===== config.mk =====
export PLATFORM = sky130hd
export DESIGN_NAME = keyed_wdog
export DESIGN_NICKNAME = d
export VERILOG_FILES = /design/src/rtl/kwd_pkg.sv /design/src/rtl/kwd_keys.sv /design/src/rtl/kwd_shadow.sv /design/src/rtl/kwd_counter.sv /design/src/rtl/keyed_wdog.sv
export SDC_FILE = /design/constraint.sdc
export NUM_CORES = 1
export LEC_CHECK = 0
export BUFFER_PORTS_ARGS = -buffer_cell sky130_fd_sc_hd__buf_2
export CAP_MARGIN = 20
export CORE_MARGIN = 3
export CORE_UTILIZATION = 46
export DETAILED_ROUTE_END_ITERATION = 10
export PLACE_DENSITY = 0.72
export SYNTH_ARGS = -nofsm -noshare
export SYNTH_HDL_FRONTEND = slang
export SYNTH_SLANG_ARGS = --single-unit

===== constraint.sdc =====
create_clock -name clk_i -period 2.55 [get_ports clk_i]
set_input_delay 0 -clock clk_i [delete_from_list [all_inputs] [get_ports clk_i]]
set_output_delay 0 -clock clk_i [all_outputs]
set_load 0.05 [all_outputs]

===== src/rtl/kwd_pkg.sv =====
package kwd_pkg;
  localparam logic [15:0] KEY_UNLOCK = 16'h5555;
  localparam logic [15:0] KEY_LOCK   = 16'h0000;
  localparam logic [15:0] KEY_START  = 16'hCCCC;
  localparam logic [15:0] KEY_FEED   = 16'hAAAA;

  typedef enum logic [1:0] {
    A_KEY  = 2'd0,
    A_PRE  = 2'd1,
    A_RLD  = 2'd2,
    A_STAT = 2'd3
  } addr_e;
endpackage


===== src/rtl/kwd_keys.sv =====
module kwd_keys
  import kwd_pkg::*;
#(
  parameter int DW = 16
) (
  input  logic          clk_i,
  input  logic          rst_ni,
  input  logic          wr_key_i,
  input  logic [DW-1:0] wdata_i,
  output logic          unlock_o,
  output logic          running_o,
  output logic          restart_o
);
  logic start_hit, feed_hit;

  assign start_hit = wr_key_i && (wdata_i == DW'(KEY_START));
  assign feed_hit  = wr_key_i && (wdata_i == DW'(KEY_FEED));
  assign restart_o = start_hit || feed_hit;

  always_ff @(posedge clk_i or negedge rst_ni) begin
    if (!rst_ni) begin
      unlock_o  <= 1'b0;
      running_o <= 1'b0;
    end else begin
      if (wr_key_i && wdata_i == DW'(KEY_UNLOCK))    unlock_o <= 1'b1;
      else if (wr_key_i && wdata_i == DW'(KEY_LOCK)) unlock_o <= 1'b0;
      if (start_hit) running_o <= 1'b1;
    end
  end
endmodule


===== src/rtl/kwd_shadow.sv =====
module kwd_shadow #(
  parameter int             W          = 12,
  parameter int             BUSY_TICKS = 3,
  parameter logic [W-1:0]   RST_VAL    = '0
) (
  input  logic         clk_i,
  input  logic         rst_ni,
  input  logic         tick_i,
  input  logic         load_i,
  input  logic [W-1:0] data_i,
  output logic [W-1:0] shadow_o,
  output logic [W-1:0] active_o,
  output logic         busy_o
);
  localparam int BW = $clog2(BUSY_TICKS + 1);

  logic [BW-1:0] bcnt;

  always_ff @(posedge clk_i or negedge rst_ni) begin
    if (!rst_ni) begin
      shadow_o <= RST_VAL;
      active_o <= RST_VAL;
      bcnt     <= '0;
    end else if (load_i) begin
      shadow_o <= data_i;
      bcnt     <= BW'(BUSY_TICKS);
    end else if (tick_i && bcnt != '0) begin
      bcnt <= bcnt - 1'b1;
      if (bcnt == BW'(1)) active_o <= shadow_o;
    end
  end

  assign busy_o = (bcnt != '0);
endmodule


===== src/rtl/kwd_counter.sv =====
module kwd_counter #(
  parameter int RLD_W   = 12,
  parameter int MAX_DIV = 256,
  parameter int PR_W    = 3
) (
  input  logic             clk_i,
  input  logic             rst_ni,
  input  logic             tick_i,
  input  logic             running_i,
  input  logic             restart_i,
  input  logic [PR_W-1:0]  code_i,
  input  logic [RLD_W-1:0] reload_i,
  output logic             expire_o
);
  localparam int PCW = $clog2(MAX_DIV);

  logic [PCW-1:0]   pcnt, plim;
  logic [RLD_W-1:0] cnt;

  assign plim = PCW'((4 << code_i) - 1);

  always_ff @(posedge clk_i or negedge rst_ni) begin
    if (!rst_ni) begin
      pcnt     <= '0;
      cnt      <= '1;
      expire_o <= 1'b0;
    end else begin
      expire_o <= 1'b0;
      if (restart_i) begin
        pcnt <= '0;
        cnt  <= reload_i;
      end else if (running_i && tick_i) begin
        // >= keeps a lowered prescaler from running the phase past its limit
        if (pcnt >= plim) begin
          pcnt <= '0;
          if (cnt == '0) begin
            expire_o <= 1'b1;
            cnt      <= reload_i;
          end else begin
            cnt <= cnt - 1'b1;
          end
        end else begin
          pcnt <= pcnt + 1'b1;
        end
      end
    end
  end
endmodule


===== src/rtl/keyed_wdog.sv =====
module keyed_wdog
  import kwd_pkg::*;
#(
  parameter int MAX_DIV    = 256,
  parameter int RLD_W      = 12,
  parameter int BUSY_TICKS = 3,
  parameter int DW         = 16
) (
  input  logic          clk_i,
  input  logic          rst_ni,
  input  logic          tick_i,
  input  logic          wr_i,
  input  logic [1:0]    addr_i,
  input  logic [DW-1:0] wdata_i,
  output logic [DW-1:0] rdata_o,
  output logic          rst_req_o
);
  localparam int MAX_CODE = $clog2(MAX_DIV) - 2;
  localparam int PR_W     = $clog2(MAX_CODE + 1);

  logic             unlock, running, restart;
  logic             wr_key, wr_pre, wr_rld;
  logic [PR_W-1:0]  code_in, pre_shadow, pre_active;
  logic [RLD_W-1:0] rld_shadow, rld_active;
  logic             pre_busy, rld_busy;

  assign wr_key = wr_i && addr_e'(addr_i) == A_KEY;
  assign wr_pre = wr_i && addr_e'(addr_i) == A_PRE && unlock;
  assign wr_rld = wr_i && addr_e'(addr_i) == A_RLD && unlock;

  // over-range prescaler codes saturate to the largest ratio
  assign code_in = (wdata_i > DW'(MAX_CODE)) ? PR_W'(MAX_CODE) : wdata_i[PR_W-1:0];

  kwd_keys #(.DW(DW)) u_keys (
    .clk_i     (clk_i),
    .rst_ni    (rst_ni),
    .wr_key_i  (wr_key),
    .wdata_i   (wdata_i),
    .unlock_o  (unlock),
    .running_o (running),
    .restart_o (restart)
  );

  kwd_shadow #(.W(PR_W), .BUSY_TICKS(BUSY_TICKS), .RST_VAL('0)) u_pre (
    .clk_i    (clk_i),
    .rst_ni   (rst_ni),
    .tick_i   (tick_i),
    .load_i   (wr_pre),
    .data_i   (code_in),
    .shadow_o (pre_shadow),
    .active_o (pre_active),
    .busy_o   (pre_busy)
  );

  kwd_shadow #(.W(RLD_W), .BUSY_TICKS(BUSY_TICKS), .RST_VAL('1)) u_rld (
    .clk_i    (clk_i),
    .rst_ni   (rst_ni),
    .tick_i   (tick_i),
    .load_i   (wr_rld),
    .data_i   (wdata_i[RLD_W-1:0]),
    .shadow_o (rld_shadow),
    .active_o (rld_active),
    .busy_o   (rld_busy)
  );

  kwd_counter #(.RLD_W(RLD_W), .MAX_DIV(MAX_DIV), .PR_W(PR_W)) u_cnt (
    .clk_i     (clk_i),
    .rst_ni    (rst_ni),
    .tick_i    (tick_i),
    .running_i (running),
    .restart_i (restart),
    .code_i    (pre_active),
    .reload_i  (rld_active),
    .expire_o  (rst_req_o)
  );

  always_comb begin
    unique case (addr_e'(addr_i))
      A_PRE:   rdata_o = DW'(pre_shadow);
      A_RLD:   rdata_o = DW'(rld_shadow);
      A_STAT:  rdata_o = DW'({rld_busy, pre_busy});
      default: rdata_o = '0;
    endcase
  end
endmodule


== Word level (Yosys, flattened, before mapping) ==
Index checks and enable logic that the tools add are counted.
Storage, ports and cells
  word-level logic and storage cells: 74
  register bits: 57
  output and inout port bits: 17
  input bits: 22
Cells by class
  bitwise logic cells: 2
  equality and inequality tests: 8
  shift-type cells: 1
  $lt $le $gt $ge: 2
  reductions and logical operators: 26
  muxes and demuxes: 19
  add/subtract/negate cells: 5
Operator list (count)
  $mux 12: 4
  $pmux 12 s3: 1
  $eq 16x16->1 const B: 2
  $mux 8: 3
  $eq 16x15->1 const B: 1
  $gt 16x3->1 const B: 1
  $logic_not 16->1: 1
  $reduce_bool 2->1: 7
  $logic_and 1x1->1: 12
  $logic_not 12->1: 1
  $sub 12x1->12 const B: 1
  $add 8x1->8 const B: 1
  $ge 8x8->1: 1
  $mux 2: 4
  $shl 3x3->8 const A: 1
  $sub 8x2->8 const B: 1
  $eq 2x1->1 const B: 3
  $mux 1: 6
  $reduce_and 3->1: 2
  $eq 2x2->1 const B: 2
  $sub 2x1->2 const B: 2
  $mux 3: 1
  $logic_not 2->1: 1
  $not 1->1: 2
  other kinds (2): 2

== Longest topological paths before layout ==
  depth after elaboration: 6
  mapped depth: 8

== Modules after synthesis ==
Synthesis repeated with hierarchy kept, for this count alone.
Unflattened totals
  cell total of the unflattened synthesis: 307
  area total of the unflattened synthesis: 3325.7 µm²
Modules (own cells, without submodules)
  kwd_counter: sequential area each 540.5 µm², instances 1, cells an instance 164, area each 1483.9 µm²
  kwd_shadow (u_rld): sequential area each 680.7 µm², instances 1, cells an instance 64, area each 1072.3 µm²
  kwd_shadow (u_pre): sequential area each 200.2 µm², instances 1, cells an instance 25, area each 365.4 µm²
  keyed_wdog: sequential area each 0.0 µm², instances 1, cells an instance 35, area each 236.5 µm²
  kwd_keys: sequential area each 50.0 µm², instances 1, cells an instance 19, area each 167.7 µm²

== Worst setup path before layout ==
No wires, ideal clock.
  path kind: reg2reg
  start: reg u_cnt.cnt[3]
  end: reg u_cnt.cnt[11]
  slack: 439 ps
  required time: 2467 ps
  library setup time: 83 ps
  cell stages (with the launch flop): 6
  arrival time: 2027 ps
  cells stage by stage: dfstp_2 > or4_4 > or3_4 > o41a_1 > o211a_1 > a221o_1
On the way
  cells in the longest elaborated chain, start to end: 5
  elaborated cells between the ends (all ways): 6
Ends and longest elaborated chain
  start: declaration: line kwd_counter.sv:18  | logic [RLD_W-1:0] cnt;
  start signal: assignment: line kwd_counter.sv:31  | cnt <= reload_i;
  start signal: assignment: line kwd_counter.sv:38  | cnt <= reload_i;
  start signal: assignment: line kwd_counter.sv:40  | cnt <= cnt - 1'b1;
  $sub 12x1->12 or $logic_not 12->1 (tied branches): line kwd_counter.sv:40, kwd_counter.sv:36
  $mux 12 (*): line kwd_counter.sv:36  | if (cnt == '0) begin
  $mux 12 (*): line kwd_counter.sv:34  | if (pcnt >= plim) begin
  $mux 12 (*): line kwd_counter.sv:32  | end else if (running_i && tick_i) begin
  $mux 12 (*): line kwd_counter.sv:29  | if (restart_i) begin
Every way passes the cells marked *; elsewhere a longest branch is shown, timed or not. The select of a mux whose other input is x is not followed.
A chain may end at the register's enable or synchronous reset.

== Final worst setup path ==
  start: in wdata_i[4]
  end: reg u_keys.unlock_o
On the way
  cells in the longest elaborated chain, start to end: 3
  elaborated cells between the ends (all ways): 6
Ends and longest elaborated chain
  start: declaration: line keyed_wdog.sv:14  | input logic [DW-1:0] wdata_i,
  $eq 16x15->1 or $logic_not 16->1 (tied branches): line kwd_keys.sv:25, kwd_keys.sv:26
  $logic_and 1x1->1, on equally long branches: line kwd_keys.sv:25, kwd_keys.sv:26
  $mux 1 or $reduce_bool 2->1 (tied branches)
  end signal: assignment: line kwd_keys.sv:22  | unlock_o <= 1'b0;
  end signal: assignment: line kwd_keys.sv:25  | if (wr_key_i && wdata_i == DW'(KEY_UNLOCK)) unlock_o <= 1'b1;
  end signal: assignment: line kwd_keys.sv:26  | else if (wr_key_i && wdata_i == DW'(KEY_LOCK)) unlock_o <= 1'b0;
  end: declaration: line kwd_keys.sv:10  | output logic unlock_o,
Several ways; a longest one is shown, not always the timed one.

==> impl_metrics.csv <==
group,metric,value,unit
status,outcome,"finished, final reports clean",
synthesis,yosysSeqAreaShare,46.3,%
timing,worst_pin_slew,0.926,ns
routing,wl_met2,3330,um
die,fp.coreArea,6530,um^2
routing,drt_first_pass_iters,4,
routing,top_layer,"met4",
place,gp_congestion,0.896,
power_and_ir_drop,power.leakage,0.00176,uW
cells_and_area,multi_input_area,1610,um^2
critical_path,worstPathArrival,2.66,ns
synthesis,synth_commonest_cells,"dfstp_2, mux2_2, nand2_1",
critical_path,max_stage_delay,0.61,ns
synthesis,ys_types,52,
routing,routedWlPerCell,15.9,um
synthesis,syn_area,3180,um^2
synthesis,syn_inst,301,
timing,rsz0062_at_grt,"false",
critical_path,required,2.78,ns
critical_path,cp_common_cell,"dlygate4sd3_1",
place,dp_cells,411,
flow_run,cap_violations,0,
routing,dr_wl_met3,351,um
die,pin_count,39,
global_route,grt_pass1_wl,11900,um
clock_tree,clock-sinks,57,
clock_tree,cts_buffers,9,
synthesis,ys_top_cells_by_area,"dfstp_2, dfrtp_1, mux2_2",
routing,via_count,2553,
timing,final.period_utilization,95.3,%
timing,slew_headroom,38.3,%
clock_tree,cts_tree,"built",
cells_and_area,drive_above_1_share,33.6,%
synthesis,ys_warn_count,0,
die,fp.dieH,89.1,um
synthesis,synth.most_common_cell,"dfstp_2",
timing,setup_viol,0,
clock_tree,ctsResizeCount,0,
synthesis,synth_top_cell_by_area,"dfstp_2",
global_route,grtUsageTotal,19.7,%
critical_path,reg2reg_slack,0.25,ns
die,rows,29,
routing,drc,0,
cells_and_area,finalNetCount,396,
place,dp_hpwl,4990,um
routing,ant_nets,0,
critical_path,cp_max_fo,4,
timing,skew,0.00658,ns
place,port_buffers,34,
clock_tree,clk_latency,0.34,ns
global_route,grt_max_degree,43,
die,die_w,89.1,um
die,dieArea,7940,um^2
cells_and_area,nFillCells,536,
clock_tree,cts_root_buf,"clkbuf_8",
hold_path,worstHoldStart,"wdata_i[13]",
critical_path,r2r_end,"u_cnt.cnt[11]$_DFFE_PN1P_",
global_route,grt_pass1_vias,2499,
timing,fin_crit,2.43,ns
cells_and_area,diodes,0,
critical_path,crit_chain,"dlygate4sd3_1 -> buf_2 -> or3_1 -> or4_1 -> o31ai_1 -> o41ai_1 -> dlygate4sd3_1",
synthesis,synth_ff_type,"dfstp_2",
cells_and_area,area.sequential,1470,um^2
clock_tree,path_clk_slew,0.07,ns
routing,met1_length,3210,um
synthesis,synth_edf_count,0,
routing,initialDrtViolationCount,90,
routing,wirelength,7030,um
power_and_ir_drop,p_per_area,557,nW/um^2
die,initial_core_util,48.6,%
timing,max_freq,411,MHz
timing,slew_violations,0,
critical_path,end_kind,"flip-flop",
synthesis,synth_seq_cells,57,
hold_path,hold_end,"u_pre.shadow_o[0]$_DFFE_PN0P_",
timing,setup_tns,0,ns
hold_path,holdCritPathClass,"input pin to flip-flop",
global_route,globalRouteOverflowTotal,0,
synthesis,yosysTopAreaCellShare,29.8,%
clock_tree,h-tree-depth,3,
hold_path,min_path_cells,3,
clock_tree,cts_buffer_depth,2,
cells_and_area,layout.cells.non_filler,443,
critical_path,r2r_cells,8,
synthesis,syn_area_per_cell,10.6,um^2
critical_path,crit_path_start_kind,"input pin",
power_and_ir_drop,vdd.ir_drop.worst,0.545,mV
global_route,antenna_found_initial,0,
critical_path,crit_slowest_cell,"or4_1",
timing,hold_viol_final,0,
synthesis,async_flop_share,100,%
routing,via_per_inst,5.76,
critical_path,reg2reg_from,"u_pre.active_o[1]$_DFFE_PN0P_",
critical_path,crit_type,"input pin to flip-flop",
timing,whs,0.0863,ns
cells_and_area,synthToLayoutAreaGrowth,19.5,%
-- placed cells by master (no fill, tap or decap), types with 3 or more instances in the layout --
| cell | Yosys | layout |
|---|---|---|
| dlygate4sd3_1 | 0 | 16 |
| nor2b_1 | 4 | 4 |
| conb_1 | 1 | 4 |
| nand2_1 | 25 | 25 |
| a21oi_1 | 12 | 12 |
| clkbuf_8 | 0 | 9 |
| nor2_1 | 15 | 15 |
| a2bb2oi_1 | 6 | 6 |
| mux2i_1 | 4 | 4 |
| o22ai_1 | 5 | 5 |
| nor4_1 | 4 | 4 |
| nor3_1 | 7 | 7 |
| nand3_1 | 10 | 10 |
| o21ai_0 | 7 | 7 |
| and3_1 | 6 | 6 |
| a22o_1 | 3 | 3 |
| and2_1 | 10 | 10 |
| a221o_1 | 3 | 3 |
| ha_1 | 13 | 13 |
| o2bb2ai_1 | 4 | 4 |
| inv_1 | 13 | 13 |
| dfstp_2 | 36 | 36 |
| buf_4 | 4 | 7 |
| dfrtp_1 | 21 | 21 |
| or3_1 | 5 | 5 |
| buf_2 | 1 | 34 |
| xor2_1 | 5 | 5 |
| nand4_1 | 7 | 7 |
| o211a_1 | 3 | 3 |
| a221oi_1 | 3 | 3 |
| xnor2_1 | 3 | 3 |
| nor3b_1 | 3 | 3 |
| mux2_2 | 26 | 26 |
-- through the flow --
stage | util (%) | setup slack (ns) | power, uW | cell area, um^2
after floorplan | - | 0.439 | 1210 | 3190
after global placement | 52.8 | 0.408 | 1280 | 3450
after detailed placement | 52.8 | 0.290 | 1300 | 3450
after CTS | 58.1 | 0.183 | 2140 | 3800
after global routing | 58.1 | 0.0361 | 2230 | 3800
final | 58.1 | 0.120 | 2120 | 3800
-- repair_timing --
action	in CTS	in global routing
hold buffers	16	0
buffers inserted	0	0
endpoints found under the hold margin	35	0
-- flip-flops by register name, summed over array words and instances, names as in the netlist --
signal and cells:
u_cnt.cnt 12, u_pre.bcnt 2, u_keys.unlock_o 1, u_cnt.expire_o 1
u_pre.active_o 3, u_cnt.pcnt 8, u_rld.shadow_o 12, u_rld.active_o 12
u_pre.shadow_o 3, u_keys.running_o 1, u_rld.bcnt 2
-- routing by layer --
| metal | vias to the layer above | track usage (%) |
|---|---|---|
| met5 | - | 0 |
| met1 | 1241 | 26.1 |
| met4 | 0 | 7.58 |
| met2 | 66 | 30.3 |
| li1 | 1233 | - |
| met3 | 13 | 6.08 |
-- layout make-up --
type                            count  share of cell area [%]
Inverter                           13                    1.29
Multi-Input combinational cell    223                    42.4
Timing Repair Buffer               57                    10.1
Sequential cell                    57                    38.7
Clock buffer                       11                    3.46
Clock inverter                      5                    1.48
Tap cell                           77                    2.54
-- critical path: cells and delay by family --
kind                   cells  cell delay [ns]
buffers and inverters      3             1.23
and+or+nand+nor            2             1.02
AOI/OAI and AO/OA          2             0.39
-- worst max-delay path by stage --
stage | cells past startpoint | start | end
3_5_place_dp | 8 | u_pre.active_o[1]$_DFFE_PN0P_ | u_cnt.cnt[11]$_DFFE_PN1P_
2_1_floorplan | 5 | u_cnt.cnt[3]$_DFFE_PN1P_ | u_cnt.cnt[11]$_DFFE_PN1P_
4_1_cts | 7 | wdata_i[4] | u_keys.unlock_o$_DFFE_PN0P_
6_report | 7 | wdata_i[4] | u_keys.unlock_o$_DFFE_PN0P_
3_3_place_gp | 5 | u_cnt.cnt[3]$_DFFE_PN1P_ | u_cnt.cnt[11]$_DFFE_PN1P_
5_1_grt | 7 | wdata_i[4] | u_keys.unlock_o$_DFFE_PN0P_
-- power breakdown --
part           switching (uW)  total (uW)  internal [uW]  leakage [uW]
combinational             187         321            134       0.00102
sequential               30.2         976            946      0.000644
clock                     369         818            450     0.0000933
total                     586        2120           1530       0.00176
-- cells by family after synthesis --
group	synth area share [%]
compound gates	14.3
xor+xnor	2.21
fa+ha+maj	5.12
buf+inv	3.35
flops	46.3
mux	10.5
other cells	0.118
simple gates	18.2
No activity file was read; power rests on OpenSTA's default activity.
